===== config.mk =====
export PLATFORM = sky130hd
export DESIGN_NAME = pio_cycle_timer
export DESIGN_NICKNAME = d
export VERILOG_FILES = /design/src/rtl/pio_timer_pkg.sv /design/src/rtl/pio_rst_sync.sv /design/src/rtl/pio_req_capture.sv /design/src/rtl/pio_stall_guard.sv /design/src/rtl/pio_cycle_counter.sv /design/src/rtl/pio_strobe_decode.sv /design/src/rtl/pio_cycle_timer.sv
export SDC_FILE = /design/constraint.sdc
export NUM_CORES = 1
export LEC_CHECK = 0
export BUFFER_PORTS_ARGS = -buffer_cell sky130_fd_sc_hd__buf_2
export CORE_MARGIN = 1
export CORE_UTILIZATION = 59
export DETAILED_ROUTE_END_ITERATION = 10
export PLACE_DENSITY = 0.85
export SETUP_SLACK_MARGIN = 0.3
export SYNTH_ARGS = -nofsm -noshare
export SYNTH_HDL_FRONTEND = slang
export SYNTH_SLANG_ARGS = --single-unit

===== constraint.sdc =====
create_clock -name clk -period 4.2 [get_ports clk]
set_input_delay 0.42 -clock clk [delete_from_list [all_inputs] [get_ports clk]]
set_output_delay 0.42 -clock clk [all_outputs]
set_load 0.05 [all_outputs]

===== src/rtl/pio_timer_pkg.sv =====
package pio_timer_pkg;

  localparam int CNT_W  = 7;
  localparam int MODE_W = 3;

  typedef logic [CNT_W-1:0]  cnt_t;
  typedef logic [MODE_W-1:0] mode_t;

  // Edge positions of one transfer, all in counter units.
  typedef struct packed {
    cnt_t on_at;    // strobe becomes active
    cnt_t off_at;   // strobe released (stall point)
    cnt_t last_at;  // final count, done pulse
  } edge_set_t;

  // Per-mode timing table; codes above the fastest mode reuse it.
  function automatic edge_set_t lookup_edges(input mode_t m);
    edge_set_t e;
    case (m)
      3'd0:    e = '{on_at: 7'd7, off_at: 7'd36, last_at: 7'd67};
      3'd1:    e = '{on_at: 7'd5, off_at: 7'd34, last_at: 7'd45};
      3'd2:    e = '{on_at: 7'd3, off_at: 7'd33, last_at: 7'd37};
      3'd3:    e = '{on_at: 7'd3, off_at: 7'd11, last_at: 7'd22};
      default: e = '{on_at: 7'd3, off_at: 7'd10, last_at: 7'd16};
    endcase
    return e;
  endfunction

endpackage


===== src/rtl/pio_rst_sync.sv =====
module pio_rst_sync (
  input  logic clk,
  input  logic rst_n_in,
  output logic rst_n_out
);

  logic [1:0] sync_q;

  always_ff @(posedge clk or negedge rst_n_in) begin
    if (!rst_n_in) begin
      sync_q <= 2'b00;
    end else begin
      sync_q <= {sync_q[0], 1'b1};
    end
  end

  assign rst_n_out = sync_q[1];

endmodule


===== src/rtl/pio_req_capture.sv =====
module pio_req_capture
  import pio_timer_pkg::*;
#(
  parameter int DATA_W = 16
) (
  input  logic              clk,
  input  logic              rst_n,
  input  logic              accept,
  input  logic              busy,
  input  logic              last,
  input  mode_t             mode_i,
  input  logic              write_i,
  input  logic [DATA_W-1:0] wdata_i,
  output mode_t             mode_q,
  output logic              write_q,
  output logic [DATA_W-1:0] data_q
);

  mode_t             mode_d;
  logic              write_d;
  logic [DATA_W-1:0] data_d;

  // Next-state: capture only on an accepted start.
  always_comb begin
    mode_d  = mode_q;
    write_d = write_q;
    data_d  = data_q;
    if (accept) begin
      mode_d  = mode_i;
      write_d = write_i;
      data_d  = wdata_i;
    end
  end

  always_ff @(posedge clk or negedge rst_n) begin
    if (!rst_n) begin
      mode_q  <= '0;
      write_q <= 1'b0;
      data_q  <= '0;
    end else if (accept) begin
      mode_q  <= mode_d;
      write_q <= write_d;
      data_q  <= data_d;
    end
  end

  // captured transfer settings stay fixed while a cycle runs
  a_r9_cfg_held: assert property (@(posedge clk) disable iff (!rst_n)
    (busy && !last) |=> ($stable(mode_q) && $stable(write_q) && $stable(data_q)));

endmodule


===== src/rtl/pio_stall_guard.sv =====
module pio_stall_guard
  import pio_timer_pkg::*;
#(
  parameter int STALL_LIMIT = 125
) (
  input  logic clk,
  input  logic rst_n,
  input  logic accept,
  input  logic busy,
  input  cnt_t cnt,
  input  cnt_t off_at,
  input  logic iordy_i,
  output logic hold,
  output logic timeout_q
);

  localparam int STALL_W = $clog2(STALL_LIMIT + 1);

  logic [STALL_W-1:0] stall_q, stall_d;
  logic               timeout_d;
  logic               at_off;
  logic               limit_hit;
  logic               expire;

  assign at_off    = busy && (cnt == off_at);
  assign limit_hit = (stall_q == STALL_W'(STALL_LIMIT));
  assign hold      = at_off && !iordy_i && !limit_hit;
  assign expire    = at_off && !iordy_i && limit_hit;

  always_comb begin
    stall_d   = stall_q;
    timeout_d = timeout_q;
    if (accept) begin
      stall_d   = '0;
      timeout_d = 1'b0;
    end else begin
      if (hold) begin
        stall_d = stall_q + STALL_W'(1);
      end
      if (expire) begin
        timeout_d = 1'b1;
      end
    end
  end

  always_ff @(posedge clk or negedge rst_n) begin
    if (!rst_n) begin
      stall_q   <= '0;
      timeout_q <= 1'b0;
    end else begin
      stall_q   <= stall_d;
      timeout_q <= timeout_d;
    end
  end

  // hitting the stall bound raises the timeout flag
  a_r8_timeout_set: assert property (@(posedge clk) disable iff (!rst_n)
    expire |=> timeout_q);

  // an accepted start clears the timeout flag
  a_r8_timeout_clear: assert property (@(posedge clk) disable iff (!rst_n)
    accept |=> !timeout_q);

  // the stall count never passes the bound
  a_r8_stall_bounded: assert property (@(posedge clk) disable iff (!rst_n)
    hold |=> (stall_q <= STALL_W'(STALL_LIMIT)));

endmodule


===== src/rtl/pio_cycle_counter.sv =====
module pio_cycle_counter
  import pio_timer_pkg::*;
(
  input  logic clk,
  input  logic rst_n,
  input  logic accept,
  input  logic hold,
  input  cnt_t last_at,
  output logic busy_q,
  output cnt_t cnt_q,
  output logic last
);

  logic busy_d;
  cnt_t cnt_d;

  assign last = busy_q && (cnt_q == last_at);

  always_comb begin
    busy_d = busy_q;
    cnt_d  = cnt_q;
    if (accept) begin
      busy_d = 1'b1;
      cnt_d  = '0;
    end else if (last) begin
      busy_d = 1'b0;
      cnt_d  = '0;
    end else if (busy_q && !hold) begin
      cnt_d = cnt_q + cnt_t'(1);
    end
  end

  always_ff @(posedge clk or negedge rst_n) begin
    if (!rst_n) begin
      busy_q <= 1'b0;
      cnt_q  <= '0;
    end else begin
      busy_q <= busy_d;
      cnt_q  <= cnt_d;
    end
  end

  // an accepted start begins a cycle at count 0
  a_r2_start_zero: assert property (@(posedge clk) disable iff (!rst_n)
    accept |=> (busy_q && cnt_q == '0));

  // the terminal count ends the cycle unless a start chains
  a_r4_wrap: assert property (@(posedge clk) disable iff (!rst_n)
    (last && !accept) |=> !busy_q);

  // a stall freezes the counter
  a_r7_freeze: assert property (@(posedge clk) disable iff (!rst_n)
    (busy_q && hold) |=> (busy_q && cnt_q == $past(cnt_q)));

endmodule


===== src/rtl/pio_strobe_decode.sv =====
module pio_strobe_decode
  import pio_timer_pkg::*;
#(
  parameter int DATA_W = 16
) (
  input  logic              busy,
  input  cnt_t              cnt,
  input  cnt_t              on_at,
  input  cnt_t              off_at,
  input  logic              last,
  input  logic              write_q,
  input  logic [DATA_W-1:0] data_q,
  output logic              rd_strobe,
  output logic              wr_strobe,
  output logic              bus_oe,
  output logic [DATA_W-1:0] bus_data,
  output logic              done
);

  logic in_window;

  assign in_window = busy && (cnt >= on_at) && (cnt <= off_at);

  always_comb begin
    rd_strobe = in_window && !write_q;
    wr_strobe = in_window &&  write_q;
    bus_oe    = busy && write_q;
    bus_data  = bus_oe ? data_q : '0;
    done      = last;
  end

endmodule


===== src/rtl/pio_cycle_timer.sv =====
module pio_cycle_timer
  import pio_timer_pkg::*;
#(
  parameter int DATA_W        = 16,
  parameter int CLK_PERIOD_NS = 10,
  parameter int MAX_WAIT_NS   = 1250
) (
  input  logic              clk,
  input  logic              rst_n,
  input  logic              start_i,
  input  logic              write_i,
  input  logic [2:0]        mode_i,
  input  logic              iordy_i,
  input  logic [DATA_W-1:0] wdata_i,
  output logic              rd_strobe_o,
  output logic              wr_strobe_o,
  output logic              bus_oe_o,
  output logic [DATA_W-1:0] bus_data_o,
  output logic              done_o,
  output logic              timeout_o
);

  localparam int STALL_LIMIT = MAX_WAIT_NS / CLK_PERIOD_NS;

  logic              rst_sync_n;
  logic              busy;
  logic              last;
  logic              accept;
  logic              hold;
  cnt_t              cnt;
  mode_t             mode_q;
  logic              write_q;
  logic [DATA_W-1:0] data_q;
  edge_set_t         edges;

  pio_rst_sync u_rst_sync (
    .clk       (clk),
    .rst_n_in  (rst_n),
    .rst_n_out (rst_sync_n)
  );

  // Start is taken when idle or in the done cycle (chaining).
  assign accept = start_i && (!busy || last);
  assign edges  = lookup_edges(mode_q);

  pio_req_capture #(.DATA_W(DATA_W)) u_capture (
    .clk     (clk),
    .rst_n   (rst_sync_n),
    .accept  (accept),
    .busy    (busy),
    .last    (last),
    .mode_i  (mode_i),
    .write_i (write_i),
    .wdata_i (wdata_i),
    .mode_q  (mode_q),
    .write_q (write_q),
    .data_q  (data_q)
  );

  pio_stall_guard #(.STALL_LIMIT(STALL_LIMIT)) u_stall (
    .clk       (clk),
    .rst_n     (rst_sync_n),
    .accept    (accept),
    .busy      (busy),
    .cnt       (cnt),
    .off_at    (edges.off_at),
    .iordy_i   (iordy_i),
    .hold      (hold),
    .timeout_q (timeout_o)
  );

  pio_cycle_counter u_counter (
    .clk     (clk),
    .rst_n   (rst_sync_n),
    .accept  (accept),
    .hold    (hold),
    .last_at (edges.last_at),
    .busy_q  (busy),
    .cnt_q   (cnt),
    .last    (last)
  );

  pio_strobe_decode #(.DATA_W(DATA_W)) u_decode (
    .busy      (busy),
    .cnt       (cnt),
    .on_at     (edges.on_at),
    .off_at    (edges.off_at),
    .last      (last),
    .write_q   (write_q),
    .data_q    (data_q),
    .rd_strobe (rd_strobe_o),
    .wr_strobe (wr_strobe_o),
    .bus_oe    (bus_oe_o),
    .bus_data  (bus_data_o),
    .done      (done_o)
  );

  // read and write strobes are exclusive
  a_r3_one_strobe: assert property (@(posedge clk) disable iff (!rst_sync_n)
    !(rd_strobe_o && wr_strobe_o));

  // a write strobe is always backed by the bus output enable
  a_r5_oe_with_write: assert property (@(posedge clk) disable iff (!rst_sync_n)
    wr_strobe_o |-> bus_oe_o);

  // done is a single-clock pulse
  a_r10_done_pulse: assert property (@(posedge clk) disable iff (!rst_sync_n)
    done_o |=> !done_o);

  // a start in mid-cycle does not restart the count
  a_r6_no_restart: assert property (@(posedge clk) disable iff (!rst_sync_n)
    (busy && !last) |=> busy);

endmodule


* Word level (Yosys, flattened, before mapping)
Index checks and enable logic that the tools add are counted.
** Word-level totals
- Output and inout bits :: 21
- Word-level logic and storage cells :: 52
- Flip-flop bits (word level) :: 38
** Operators by class
- $lt $le $gt $ge :: 2
- Add/sub/neg operators :: 2
- Eq/ne operators :: 6
- Reductions and logical operators :: 23
- Mux-type cells :: 11
** Operator list (number)
- $pmux W17 S4 :: 1
- $mux W7 :: 5
- $mux W16 :: 1
- $add A7 B1 Y7 const B :: 2
- $eq A7 B7 Y1 :: 2
- $logic_and A1 B1 Y1 :: 12
- $eq A7 B7 Y1 const B :: 1
- $ge A7 B3 Y1 :: 1
- $le A7 B7 Y1 :: 1
- $eq A3 B2 Y1 const B :: 2
- $reduce_bool A2 Y1 :: 3
- $logic_not A1 Y1 :: 5
- $mux W1 :: 4
- $eq A3 B1 Y1 const B :: 1
- $logic_not A3 Y1 :: 1
- $reduce_bool A3 Y1 :: 1
- $logic_or A1 B1 Y1 :: 1

* Longest topological paths before layout
Gate-level depths: netlist of the first run.
- Word-level depth :: 11
- Mapped depth :: 11
- Depth with buffers taken out :: 9

* Hierarchy
Synthesis of the first run repeated with hierarchy kept, for this count alone.
** Unflattened totals
- Cell total of the unflattened synthesis :: 233
- Area, all modules :: 2462.4 µm²
** Modules (own cells, without submodules)
- pio_req_capture :: cells each 42, times used 1, area each 823.3 µm²
- pio_stall_guard :: cells each 56, times used 1, area each 534.3 µm²
- pio_cycle_counter :: cells each 45, times used 1, area each 486.7 µm²
- pio_strobe_decode :: cells each 70, times used 1, area each 479.2 µm²
- pio_cycle_timer :: cells each 17, times used 1, area each 85.1 µm²
- pio_rst_sync :: cells each 3, times used 1, area each 53.8 µm²

* Least setup slack after synthesis of the first run
Ideal clock, no wire load.
- Path kind :: reg-to-output
- From :: register u_capture.mode_q[2]
- To :: output port rd_strobe_o
- Data arrival time :: 2.339 ns
- Path buffers :: 1
- Path slack :: 1.441 ns
- Stages on the path, launching flop included :: 9
- Data required time :: 3.780 ns
- Cell sequence :: dfrtp_1 clkbuf_1 or3_1 ha_1 o21ai_0 a21oi_1 o22ai_1 o311ai_0 nor2_1
** On the way
- Word-level cells in the longest chain between the ends :: 6
- Elaborated cells between the ends (all ways) :: 10
- Those cells by class :: order compare: 2; eq/ne: 3; mux: 1; reduce/logical: 4
** RTL lines
- start: declaration :: RTL line pio_req_capture.sv:14 : output mode_t mode_q,
- start signal: assignment :: RTL line pio_req_capture.sv:41 : mode_q <= mode_d;
- $eq A3 B2 Y1 (tied with other cells) :: RTL line pio_timer_pkg.sv:19 : case (m)
- $pmux W17 S4 * :: RTL line pio_timer_pkg.sv:19
- $ge A7 B3 Y1 :: RTL line pio_strobe_decode.sv:22 : assign in_window = busy && (cnt >= on_at) && (cnt <= off_at);
- $logic_and A1 B1 Y1 :: RTL line pio_strobe_decode.sv:22
- $logic_and A1 B1 Y1 * :: RTL line pio_strobe_decode.sv:22
- $logic_and A1 B1 Y1 * :: RTL line pio_strobe_decode.sv:25 : rd_strobe = in_window && !write_q;
- end: declaration :: RTL line pio_cycle_timer.sv:15 : output logic rd_strobe_o,
Every way passes the cells marked *; elsewhere a longest branch is shown, timed or not.

* Worst setup path in the final report of the first run
- From :: register u_capture.mode_q[2]
- To :: output port wr_strobe_o
** On the way
- Word-level cells in the longest chain between the ends :: 6
- Elaborated cells between the ends (all ways) :: 10
- Those cells by class :: order compare: 2; eq/ne: 3; mux: 1; reduce/logical: 4
** RTL lines
- $eq A3 B2 Y1 (tied with other cells) :: RTL line pio_timer_pkg.sv:19
- $pmux W17 S4 * :: RTL line pio_timer_pkg.sv:19
- $ge A7 B3 Y1 :: RTL line pio_strobe_decode.sv:22
- $logic_and A1 B1 Y1 :: RTL line pio_strobe_decode.sv:22
- $logic_and A1 B1 Y1 * :: RTL line pio_strobe_decode.sv:22
- $logic_and A1 B1 Y1 * :: RTL line pio_strobe_decode.sv:26 : wr_strobe = in_window && write_q;
- end: declaration :: RTL line pio_cycle_timer.sv:16 : output logic wr_strobe_o,
Marked as above.

==> flow_summary.toml, run 1 <==
[status]
status = "finished clean"

[setup_path]
crit_type = "register to primary output"
cp_cell_sequence = "or3_1 -> ha_1 -> o21ai_0 -> a21oi_1 -> o22ai_1 -> o311ai_0 -> nor2_1 -> buf_2"
ff2ff_setup_slack_ps = 1490
reg2reg_depth = 9
required_ps = 3780
worst_setup_path_start_kind = "register"
crit_arrival_ps = 2600
worstReg2RegEnd = "u_stall.stall_q[3]"
crit_path_max_incr_delay_ps = 510
reg2reg_from = "u_capture.mode_q[1]"
crit_fanout = 13
crit_slowest_cell = "dfrtp_1"
cp-end-kind = "primary output"

[final_layout]
fillers = 258
num_antenna_cells = 0
nets = 288
drive_gt1_share_pct = 29.1
final_area_um2 = 2480
area_growth_syn_to_layout_pct = 13.6

[detailed_routing]
ant_nets = 0
wl_per_cell_um = 14.6
drc = 0
vias = 1675
wirelength_um = 4370
via_per_inst = 5.58
drt_first_pass_iters = 5
drtIter0Drc = 100

[pwr]
p_leak_nw = 1.27
p_per_area_nw_per_um2 = 773
peakVddDrop_v = 0.000482

[yosys]
ys.flop_type = "dfrtp_1"
synthTopCellsByArea = "dfrtp_1 (44%), mux2_4 (6.9%), ha_1 (5.7%), and3_1 (4.9%), mux2_2 (4.1%)"
synth.most_common_cell = "dfrtp_1"
async_flop_share_pct = 100
synth_edf_count = 0
synth_top_family_by_area = "simple AND/OR/NAND/NOR gates"
synth_commonest_cells = "dfrtp_1 (38), nor2_1 (23), and3_1 (17)"
syn-num-nets = 245
synth_xor_area_share_pct = 5.21
synth_compound_area_share_pct = 7.50
netlist_area_um2 = 2180
yosysSeqAreaShare_pct = 43.5
synthDistinctLibCells = 41
synth.ff_latch_count = 38
synth_top_cell_by_area = "dfrtp_1"
synthSimpleGateAreaFrac_pct = 20.7
synth_fa_ha_area_share_pct = 5.73
synth_top_area_share_pct = 43.5
synth_warnings = 0
synth.avg_cell_area_um2 = 10.4
synth_cells = 211
synthMuxAreaShare_pct = 12.0

[clock_tree]
postCtsSetupRepairBufs = 0
cts_tree = "built"
clk_pin_slew_ps = 70
ctsHoldBuffers = 1
clk_path_buf_depth = 2
cts-root-buf = "clkbuf_8"
insertion_delay_ps = 290
post_cts_resize_count = 0
cts_buffers = 5
htree_levels = 2
cts_sinks = 38

[die]
die_width_um = 62.9
io_pins = 45
dieArea_um2 = 3950
initial_core_util_pct = 63.5
rows = 21
core_area_um2 = 3440
die_y_um = 62.9

[place]
portBuffers = 44
gp_congestion = 0.867
dp_hpwl_um = 3130
dpl_cell_area_um2 = 2390

[worst_hold_path]
hp-class = "register to asynchronous set/reset pin"

[global_route]
use_met2_pct = 39.4
grt_pass1_vias = 1631
busiest_layer = "met2"
antenna_found_initial = 0
grtUsageMet3_pct = 6.75
met1_usage_pct = 34.0
overflow = 0
grt_pass1_wl_um = 7610
grt_max_degree = 29
grt.total_usage_pct = 25.2

[timing]
setup_viol = 0
rsz0062_at_grt = "no"
hold_viol = 0
finalSetupTns_ps = 0
fin_crit_sh_pct = 71.9
period_needed_ps = 3020
fmax_ghz = 0.331
tightest_slew_ps = 672
relSlewSlack_pct = 54.8
maxSlewViolCount = 0
clock_skew_ps = 7.21

[run]
max_cap_violations = 0
==> sequential cells by signal, summed over array words and instances (netlist names) <==
register,flops
u_capture.mode_q,3
u_stall.timeout_q,1
u_capture.data_q,16
u_counter.cnt_q,7
u_counter.busy_q,1
u_stall.stall_q,7
u_capture.write_q,1
u_rst_sync.sync_q,2
==> critical path, delay by kind of cell (launching register included) <==
kind	cells	cell delay, ps
AOI/OAI and AO/OA	4	640
adders and majority gates	1	290
DFF	1	510
and+or+nand+nor	2	580
buffers and inverters	1	280
==> area by class of cell <==
cell class / instances / area, um2 / share of cell area [%]
repair buffers: 47 / 245 / 9.88
clock buffers: 7 / 76.3 / 3.08
multi-input cells: 154 / 1120 / 45.2
flip-flops and latches: 38 / 951 / 38.3
inverters: 8 / 30.0 / 1.21
well taps: 46 / 57.6 / 2.32
==> layer usage <==
| metal | wire [um] | part of all wire (%) |
|---|---|---|
| met3 | 195 | 4.5 |
| met4 | 61 | 1.4 |
| met1 | 2000 | 46 |
| met5 | 0 | 0 |
| met2 | 2110 | 48 |
==> kinds of logic (layout without fill, tap and decap cells) <==
kind of cell,after synthesis,count (layout)
compound gates,25,25
xor+xnor,13,13
fa+ha+maj,10,10
buf+inv,19,62
flops,38,38
mux,20,20
other cells,1,1
simple gates,85,85
==> report_power, final <==
group          leakage [nW]  internal [mW]  switching, mW
Sequential            0.477          0.499          0.190
Combinational         0.752          0.400          0.595
Clock                0.0383          0.114          0.121
==> how the worst max path moves through the flow <==
| stage | start | cells past startpoint | endpoint | slack (ps) |
|---|---|---|---|---|
| after floorplan | u_capture.mode_q[2] | 8 | rd_strobe_o | 1440 |
| after global placement | u_capture.mode_q[2] | 8 | wr_strobe_o | 1570 |
| after detailed placement | u_capture.mode_q[1] | 9 | u_stall.stall_q[3] | 1490 |
| after CTS | u_capture.mode_q[2] | 8 | wr_strobe_o | 1210 |
| after global routing | u_capture.mode_q[1] | 9 | rd_strobe_o | 1010 |
| final | u_capture.mode_q[2] | 8 | wr_strobe_o | 1180 |
==> per-stage QoR <==
step	utilization (%)	std cells	setup slack, ps	hold slack, ps	power, mW
finish	72.1	300	1180	177	1.92
global placement	69.6	292	1570	172	1.66
global route	72.1	300	1010	220	2.06
CTS	72.1	300	1210	189	1.92
detailed placement	69.6	292	1490	181	1.68
floorplan	-	211	1440	124	1.48
==> cell usage in the layout, fill, tap and decap left out, types with 4 or more instances in the layout <==
master | Yosys | final
buf_2 | 2 | 44
dfrtp_1 | 38 | 38
nor2_1 | 23 | 23
and3_1 | 17 | 17
nand2_1 | 11 | 11
mux2_4 | 10 | 10
ha_1 | 10 | 10
inv_1 | 8 | 8
a21oi_1 | 8 | 8
o21ai_0 | 8 | 8
mux2_2 | 8 | 8
xor2_1 | 7 | 7
xnor2_1 | 6 | 6
nand4_1 | 6 | 6
nor2b_1 | 5 | 5
clkbuf_8 | 0 | 5
nand3_1 | 4 | 4
No activity file was read; power rests on OpenSTA's default activity.
==> run 2: changes to the inputs <==
Settings changed: CORE_UTILIZATION 59 to 54, PLACE_DENSITY 0.85 to 0.79.
Clock period 4.2 ns to 2.98 ns, I/O delays scaled along.
==> run 2 against run 1 <==
Effect of this change: hold slack improved by 45 ps; count of clock-buffer cells in the layout fell by 2; via count is 0.90% lower; critical path type unchanged; critical endpoint is now rd_strobe_o; non-clock buffer count up 6.
==> flow_summary.toml, run 2 (synthesis gave the netlist of run 1 again) <==
[global_route]
grt_pass1_wl_um = 7080
busiest_layer = "met2"
met1_usage_pct = 28.4
grt_max_degree = 29
grt.total_usage_pct = 22.3
overflow = 0
grtUsageMet3_pct = 6.42
use_met2_pct = 36.7
antenna_found_initial = 0
grt_pass1_vias = 1547

[clock_tree]
insertion_delay_ps = 290
clk_path_buf_depth = 2
clk_pin_slew_ps = 70
htree_levels = 2
cts_tree = "built"
cts-root-buf = "clkbuf_8"
cts_sinks = 38
cts_buffers = 5

[pwr]
p_total_mw = 2.80
p_per_area_nw_per_um2 = 1090
p_int_mw = 1.50
p_leak_nw = 1.31
switching_share_pct = 46.5
peakVddDrop_v = 0.00104
pwr-share-seq_pct = 34.4
netSwitchingPower_mw = 1.30
p_comb_share_pct = 53.6
power_frac_clock_pct = 11.9

[setup_path]
crit_fanout = 9
cp-end-kind = "primary output"
startpoint = "u_capture.mode_q[2]"
crit_type = "register to primary output"
required_ps = 2680
crit_slowest_cell = "dfrtp_2"
crit_arrival_ps = 2340
worst_setup_path_start_kind = "register"
cp_cell_sequence = "or3_1 -> ha_1 -> o21ai_0 -> a21oi_1 -> o22ai_1 -> o311ai_2 -> nor2_1 -> buf_4"
crit_path_max_incr_delay_ps = 460
reg2reg_from = "u_capture.mode_q[2]"

[die]
io_pins = 45
dieArea_um2 = 4300
rows = 22
initial_core_util_pct = 57.9
die_y_um = 65.6
core_area_um2 = 3770
die_width_um = 65.6

[status]
status = "finished clean"

[timing]
maxSlewViolCount = 0
tightest_slew_ps = 844
hold_viol = 0
rsz0062_at_grt = "yes"
relSlewSlack_pct = 43.7
timing.hold.ws_ps = 222
period_needed_ps = 2640
finalWorstSetupSlack_ps = 344
setup_viol = 0
fin_crit_sh_pct = 88.5
finalSetupTns_ps = 0
clock_skew_ps = 7.67
fmax_ghz = 0.379

[place]
dp_hpwl_um = 3020
pre_cts_slack_ps = 369
dpl.cell_count = 296
portBuffers = 44
gp_congestion = 0.803

[detailed_routing]
via_per_inst = 5.39
drt_first_pass_iters = 4
vias = 1660
drc = 0
wl_per_cell_um = 14.2
ant_nets = 0
wirelength_um = 4360
drtIter0Drc = 102

[final_layout]
final_cells = 308
most-common-layout-cells = "buf_2 (42), dfrtp_1 (35), nor2_1 (23)"
largest-register = "u_capture.data_q"
layout_commonest_cell = "buf_2"
area_growth_syn_to_layout_pct = 17.4
nets = 294
drive_gt1_share_pct = 33.8
largest_register_ffs = 16
num_antenna_cells = 0
largestRegisters = "u_capture.data_q x16, u_counter.cnt_q x7, u_stall.stall_q x7"

[run]
max_cap_violations = 0

[worst_hold_path]
hp-class = "primary input to register"
hp-start = "wdata_i[14]"
[run 2: cell count changes in the layout (fill, tap and decap cells not counted), moves of 2 or more]
cell	before	now
dfrtp_2	0	3
buf_4	2	9
dfrtp_1	38	35
clkbuf_1	2	0
clkinv_2	0	2
buf_2	44	42
[run 2: repair_timing]
item | CTS | global route
gates resized for setup | 2 | 8
hold buffers | 1 | 0
endpoints found under the setup margin | 2 | 14
buffers inserted | 0 | 4
endpoints found under the hold margin | 2 | 0
[run 2: power by group through the flow]
stage / Combinational, mW / Sequential [mW] / Clock, mW
6_report: 1.50 / 0.963 / 0.334
5_1_grt: 1.62 / 1.00 / 0.363
4_1_cts: 1.43 / 0.959 / 0.343
3_5_place_dp: 1.40 / 0.966 / 0
3_3_place_gp: 1.38 / 0.961 / 0
2_1_floorplan: 1.22 / 0.862 / 0
[run 2: final cells by class]
type,count,area (um2)
clock buffer,5,68.8
clock inverter,2,10.0
fill,292,1210
inverter,8,30.0
multi-input combinational,154,1130
sequential,38,955
tap,48,60.1
timing repair buffer,53,308
[run 2: final timing paths]
path	slack [ps]	to	depth (start not counted)
max	340	rd_strobe_o	8
min	220	u_capture.data_q[14]	2
max reg2reg	400	u_capture.write_q	8
min reg2reg	350	u_stall.stall_q[0]	0
max in group asynchronous	1910	u_stall.timeout_q	1
min in group asynchronous	330	u_rst_sync.sync_q[1]	2
[run 2: stage by stage]
| step | cell area, um2 | util, % |
|---|---|---|
| global placement | 2420 | 64.3 |
| detailed placement | 2420 | 64.3 |
| CTS | 2520 | 66.7 |
| floorplan | 2180 | - |
| global route | 2560 | 68.0 |
| finish | 2560 | 68.0 |
[run 2: critical path, delay by kind of cell (launching register included)]
kind | cells | cell delay (ps)
buffers and inverters | 1 | 210
adder cells (fa/ha/maj) | 1 | 290
AO/OA/AOI/OAI | 4 | 560
AND/OR/NAND/NOR | 2 | 510
flip-flops | 1 | 460
[run 2: per-layer routing]
layer | vias up | part of all wire, %
met1 | 790 | 47
met4 | 0 | 0.53
met2 | 33 | 49
met5 | - | 0
met3 | 4 | 3.9
li1 | 833 | -
